**src/rtl/tfm_pkg.sv**
```systemverilog
package tfm_pkg;

    typedef enum logic [1:0] {
        BAND_HIGH = 2'b00,
        BAND_MID  = 2'b01,
        BAND_EXT  = 2'b10,
        BAND_RSV  = 2'b11
    } band_e;

    typedef enum logic {
        ST_IDLE = 1'b0,
        ST_RUN  = 1'b1
    } meas_st_e;

endpackage

```
**src/rtl/tfm_edge_det.sv**
```systemverilog
module tfm_edge_det (
    input  logic clk,
    input  logic rst,
    input  logic tone_in,
    output logic edge_o
);

    typedef struct packed {
        logic smp;
        logic prv;
        logic loaded;
        logic vld;
    } edge_reg_t;

    edge_reg_t st_d, st_q;

    always_comb begin
        st_d        = st_q;
        st_d.smp    = tone_in;
        st_d.prv    = st_q.smp;
        st_d.loaded = 1'b1;
        st_d.vld    = st_q.loaded;
    end

    always_ff @(posedge clk) begin
        if (rst) st_q <= '0;
        else     st_q <= st_d;
    end

    // both polarities count; nothing reported until prv holds a real sample
    assign edge_o = st_q.vld & (st_q.smp ^ st_q.prv);

endmodule

```
**src/rtl/tfm_tick_gen.sv**
```systemverilog
module tfm_tick_gen #(
    parameter int DIV_SLOW = 144,
    parameter int DIV_FAST = 72
) (
    input  logic clk,
    input  logic rst,
    input  logic restart,
    input  logic ref_en,
    input  logic slow_sel,
    output logic tick
);

    localparam int DIV_MAX = (DIV_SLOW > DIV_FAST) ? DIV_SLOW : DIV_FAST;
    localparam int PRE_W   = (DIV_MAX > 2) ? $clog2(DIV_MAX) : 1;

    logic [PRE_W-1:0] pre_d, pre_q;
    logic [PRE_W-1:0] lim;

    generate
        if (DIV_SLOW == DIV_FAST) begin : g_one_rate
            assign lim = PRE_W'(DIV_FAST - 1);
        end else begin : g_two_rate
            assign lim = slow_sel ? PRE_W'(DIV_SLOW - 1) : PRE_W'(DIV_FAST - 1);
        end
    endgenerate

    assign tick = ref_en && (pre_q == lim);

    always_comb begin
        pre_d = pre_q;
        if (restart)
            pre_d = '0;
        else if (ref_en)
            pre_d = (pre_q == lim) ? '0 : pre_q + 1'b1;
    end

    always_ff @(posedge clk) begin
        if (rst) pre_q <= '0;
        else     pre_q <= pre_d;
    end

endmodule

```
**src/rtl/tfm_meter.sv**
```systemverilog
module tfm_meter #(
    parameter int DIV_SLOW  = 144,
    parameter int DIV_FAST  = 72,
    parameter int WIN_TICKS = 511,
    parameter int GAP_LIMIT = 255,
    parameter int N_W       = 8,
    parameter int R_W       = 8
) (
    input  logic                 clk,
    input  logic                 rst,
    input  logic                 tone_in,
    input  logic                 ref_en,
    input  logic [1:0]           band_sel,
    output logic [N_W+R_W-1:0]   result,
    output logic                 done,
    output logic                 abort
);
    import tfm_pkg::*;

    localparam int TICK_W = $clog2(WIN_TICKS + 1);
    localparam int GAP_W  = $clog2(GAP_LIMIT + 2);
    localparam int RES_W  = N_W + R_W;

    typedef struct packed {
        meas_st_e           st;
        logic               slow;
        logic [TICK_W-1:0]  tcnt;
        logic [GAP_W-1:0]   gap;
        logic [N_W-1:0]     n;
        logic [TICK_W-1:0]  last;
        logic [RES_W-1:0]   res;
        logic               done;
        logic               abort;
    } meas_reg_t;

    meas_reg_t q, d;
    logic      edge_w, tick_w, restart_w;
    logic [TICK_W-1:0] rem;

    tfm_edge_det u_edge (
        .clk     (clk),
        .rst     (rst),
        .tone_in (tone_in),
        .edge_o  (edge_w)
    );

    assign restart_w = (q.st == ST_IDLE) && edge_w;

    tfm_tick_gen #(
        .DIV_SLOW (DIV_SLOW),
        .DIV_FAST (DIV_FAST)
    ) u_tick (
        .clk      (clk),
        .rst      (rst),
        .restart  (restart_w),
        .ref_en   (ref_en),
        .slow_sel (q.slow),
        .tick     (tick_w)
    );

    always_comb begin
        d       = q;
        d.done  = 1'b0;
        d.abort = 1'b0;
        rem     = '0;
        unique case (q.st)
            ST_IDLE: begin
                if (edge_w) begin
                    d.st   = ST_RUN;
                    d.slow = (band_e'(band_sel) == BAND_MID);
                    d.tcnt = '0;
                    d.gap  = '0;
                    d.n    = '0;
                    d.last = '0;
                end
            end
            ST_RUN: begin
                d.tcnt = q.tcnt + TICK_W'(tick_w);
                d.gap  = q.gap + GAP_W'(tick_w);
                if (edge_w) begin
                    if (q.n != {N_W{1'b1}})
                        d.n = q.n + 1'b1;
                    d.last = d.tcnt;
                    d.gap  = '0;
                end
                rem = TICK_W'(WIN_TICKS) - d.last;
                if (d.tcnt == TICK_W'(WIN_TICKS)) begin
                    d.st = ST_IDLE;
                    if (d.n < N_W'(2)) begin
                        d.abort = 1'b1;
                    end else begin
                        d.done = 1'b1;
                        d.res  = {d.n, rem[R_W-1:0]};
                    end
                end else if (d.gap > GAP_W'(GAP_LIMIT)) begin
                    d.st    = ST_IDLE;
                    d.abort = 1'b1;
                end
            end
            default: d.st = ST_IDLE;
        endcase
    end

    always_ff @(posedge clk) begin
        if (rst) q <= '0;
        else     q <= d;
    end

    assign result = q.res;
    assign done   = q.done;
    assign abort  = q.abort;

endmodule

```
**config.mk**
```make
export PLATFORM = sky130hd
export DESIGN_NAME = tfm_meter
export DESIGN_NICKNAME = d
export VERILOG_FILES = /design/src/rtl/tfm_pkg.sv /design/src/rtl/tfm_edge_det.sv /design/src/rtl/tfm_tick_gen.sv /design/src/rtl/tfm_meter.sv
export SDC_FILE = /design/constraint.sdc
export NUM_CORES = 1
export LEC_CHECK = 0
export BUFFER_PORTS_ARGS = -buffer_cell sky130_fd_sc_hd__buf_2
export CAP_MARGIN = 20
export CORE_UTILIZATION = 28
export CTS_CLUSTER_SIZE = 25
export DETAILED_ROUTE_END_ITERATION = 8
export PLACE_DENSITY_LB_ADDON = 0.2
export SETUP_SLACK_MARGIN = 0.2
export SLEW_MARGIN = 20
export SYNTH_ARGS = -nofsm -noshare
export SYNTH_HDL_FRONTEND = slang
export SYNTH_SLANG_ARGS = --single-unit
```
**constraint.sdc**
```tcl
create_clock -name clk -period 4.5 [get_ports clk]
set_input_delay 0.675 -clock clk [delete_from_list [all_inputs] [get_ports clk]]
set_output_delay 0.675 -clock clk [all_outputs]
set_load 0.01 [all_outputs]
```
==> results by stage <==
Status:
- The flow ran to the end, and the final reports show no timing, DRC or antenna violations.

Logic synthesis:
- The cell count after synthesis is approximately 370.
- During synthesis, Yosys emitted a total of 0 warnings.
- The number of nets produced by synthesis is 380.
- The fraction of synthesis flops using an asynchronous set or reset pin is 0%.
- The library cell with the largest summed area after synthesis is dfxtp_1.
- In the post-synthesis netlist, the biggest area contributors are dfxtp_1, nor2_1, mux2i_1.
- In this run the cell area of the synthesized design comes to about 0.0032 sq mm.
- The register bit total from synthesis is 66.
- Yosys mapped the design onto 50 distinct sky130hd cell types.
- Averaged over all synthesized cells, the footprint is 8.701 sq um.
- After synthesis, the largest area contributor takes up 41.27% of total cell area.
- Of the synthesized area, sequential elements account for 41.27%.
- Yosys mapped a number of flops with a built-in enable equal to 0.
- The most used flip-flop cell after synthesis is dfxtp_1.

Routing:
- Summed over all layers, the routed wires come to 7.096 mm.
- The routed layout has 2505 vias.
- The pre-antenna-repair detailed-routing pass consisted of 4 iterations.
- The detail route stage leaves a number of antenna-violating nets equal to 0.
- Dividing the detail-routed via count by the number of cells gives 4.845.
- The routed wire length per instance is 13.73 um.
- The total DRC errors in the routed layout is 0.
- The DRC violation total after the first TritonRoute iteration is 132.

Clock tree:
- Counting the buffers created by CTS gives 9.
- The clock insertion delay at the later pin of the skew report is 0.33 ns.
- The number of clock sinks is 66.
- The post-CTS resize count is 0.
- Clock-pin slew was measured on the worst setup and hold paths at approximately 0.05 ns.
- Once the clock tree was built, the setup fixing pass inserted 0 buffers.
- The H-tree was split into 3 levels.
- The number of buffers on the longest clock path is 2.
- After clock tree synthesis, the flow added hold-fix buffers numbering 0.
- TritonCTS built the clock tree.
- The tree is rooted in a clkbuf_16.

Placed design:
- The cell count after placement is 501.
- The final weighted congestion of routability-driven global placement is 0.7540.
- The HPWL after detailed placement is 4.744 mm.
- The count of buffers inserted at the top-level ports is 23.

Die:
- The number of standard-cell rows in the floorplan is 38.
- The floorplan step set the die height to 108.9 um.
- For this design the top-level I/O count stands at 24.
- From left edge to right edge, the die measures 108.9 um.
- The starting density of the core is 29.15%.
- The area of the core is 0.01098 sq mm.
- The die covers 0.01187 sq mm.

Timing:
- The worst hold slack across all endpoints is between 0.4 and 0.5 ns.
- Setup repair after global routing left no endpoint under its margin.
- The final count of hold timing violations is 0.
- The worst slew slack as a fraction of its limit is between 40% and 50%.
- The aggregate negative setup slack is 0 ns.
- Counting I/O delays and the setup requirement, the final critical path takes 3.670 ns.
- At the pin with the least slew margin, the transition time is a little over 0.8 ns.
- Setup violations remaining at the end of the flow were counted as 0.
- The number of max-slew violations in the final report came to 0.
- Across the routed clock network, the largest skew measured is 0.005090 ns.
- Derived from the worst setup path, the maximum achievable clock frequency is 272.5 MHz.
- In the finished design, the share of the clock period the worst path needs comes to between 80% and 90%.

Setup path:
- Along the worst path, the maximum fanout reaches 18.
- In this run the register-to-register setup slack is 0.83 ns.
- The critical path is of the reg -> reg type.
- The arrival time of data at the critical path endpoint is 3.85 ns.
- Data on the critical path is required at its endpoint by 4.68 ns.
- The kind of start point of the critical path is a flop.
- The nature of the critical path endpoint is a flop.

Final layout:
- The number of nets in the layout is 384.
- The share of post-route cells with drive strength above 1 is between 10% and 20%.
- In the layout the commonest cells are dfxtp_1, nor2_1, nand2_1, a21oi_1, buf_2.
- The count of inserted antenna diode cells is 0.
- After filler insertion, the fill cell instance count of the layout stands at 1166.
- Leaving out fill and tap cells, the most frequent cell in the layout is dfxtp_1.
- Across the whole layout, storage elements account for 0.001321 sq mm.
- The relative area change from synthesis to final layout is 12.82%.
- The multi-input combinational cells in the finished layout cover a total of 0.001629 sq mm.
- The count of cells in the finished layout, fillers not included, comes to 517.

GRT:
- The via count of the first global-routing pass was 2416.
- The global routing usage summed across all routing layers is 12.99%.
- The initial antenna violation count came to 0.
- Global routing finished with a remaining overflow of 0.
- The first-pass GRT wire length is 11.80 mm.
- Entering global routing, the biggest net connects 42 pins.

Min path:
- The class of the most critical hold timing path is reg -> reg.

Run:
- The number of max-cap violations is 0.

Pwr:
- The peak supply drop is 0.1704 mV.
- Power spread over the standard cell area amounts to 383.8 mW/mm^2.
- In this run the static leakage power is 1.353 nW.
path summary, 6_finish.rpt:
path / cells past startpoint / endpoint / from
worst max-delay path: 13 / result[0]$_SDFFE_PP0P_ / u_tick.pre_q[6]$_SDFFE_PP0P_
worst min-delay path: 1 / u_edge.st_q[0]$_SDFF_PP0_ / u_edge.st_d[0]$_DFF_P_
worst max register to register: 13 / result[0]$_SDFFE_PP0P_ / u_tick.pre_q[6]$_SDFFE_PP0P_
worst min register to register: 1 / u_edge.st_q[0]$_SDFF_PP0_ / u_edge.st_d[0]$_DFF_P_
kinds of logic (layout without fill, tap and decap cells):
family,after synthesis,in the layout,synth area share (%)
simple gates,150,150,22.67
flops,66,66,41.27
compound gates,62,62,13.37
buf+inv,41,50,7.855
xor+xnor,25,25,6.839
mux,18,18,5.666
fa+ha+maj,6,6,2.345
synth_stat cells (9+ instances only):
library cell	number
clkbuf_1	9
o21ai_0	10
buf_4	19
xnor2_1	9
nor2_1	60
mux2i_1	17
and3_1	9
a21oi_1	24
xor2_1	16
nand2_1	24
nand3_1	15
dfxtp_1	66
metrics by stage:
step / cell area (sq um) / power, mW / utilization (%) / setup slack [ns]
after floorplan: 3202 / 0.6395 / - / 0.8625
after global placement: 3293 / 0.6532 / 29.98 / 0.9416
after detailed placement: 3293 / 0.6535 / 29.98 / 0.8046
after CTS: 3612 / 1.407 / 32.89 / 0.7946
after global routing: 3612 / 1.436 / 32.89 / 0.4148
final: 3612 / 1.387 / 32.89 / 0.8305
registers in the layout, summed over array words and instances (netlist names):
name          cells
abort             1
done              1
u_edge.st_q       2
result           16
q                36
u_edge.st_d       2
u_tick.pre_q      8
area by class of cell:
cell class              count  area share (%)
repair buffers             26           3.810
clock buffers              10           6.616
flip-flops and latches     66           36.58
inverters                   8          0.8313
multi-input cells         261           45.10
well taps                 140           4.849
clock inverters             6           2.217
where the power goes:
part | total, mW | switching [mW] | internal (mW)
clock network | 0.746 | 0.251 | 0.496
registers | 0.594 | 0.00468 | 0.589
logic | 0.0462 | 0.0341 | 0.0121
critical path, cell delays in order, from the launching register on:
cell and delay (ns):
dfxtp_1 0.34, inv_1 0.07, or4_1 0.50, a2111oi_0 0.39, buf_4 0.21, ha_1 0.19
ha_1 0.24, xnor2_1 0.12, nor4_1 0.42, nand3_1 0.21, a41oi_2 0.22, buf_4 0.32
mux2i_1 0.22, nor2_1 0.05
per-layer routing:
metal,routed length (um),vias up,global-route usage (%)
li1,-,1281,-
met1,3410,1178,16.34
met2,3379,40,21.02
met3,247,6,3.706
met4,58,0,4.730
met5,0,-,0
Power figures use the tool's default switching activity.
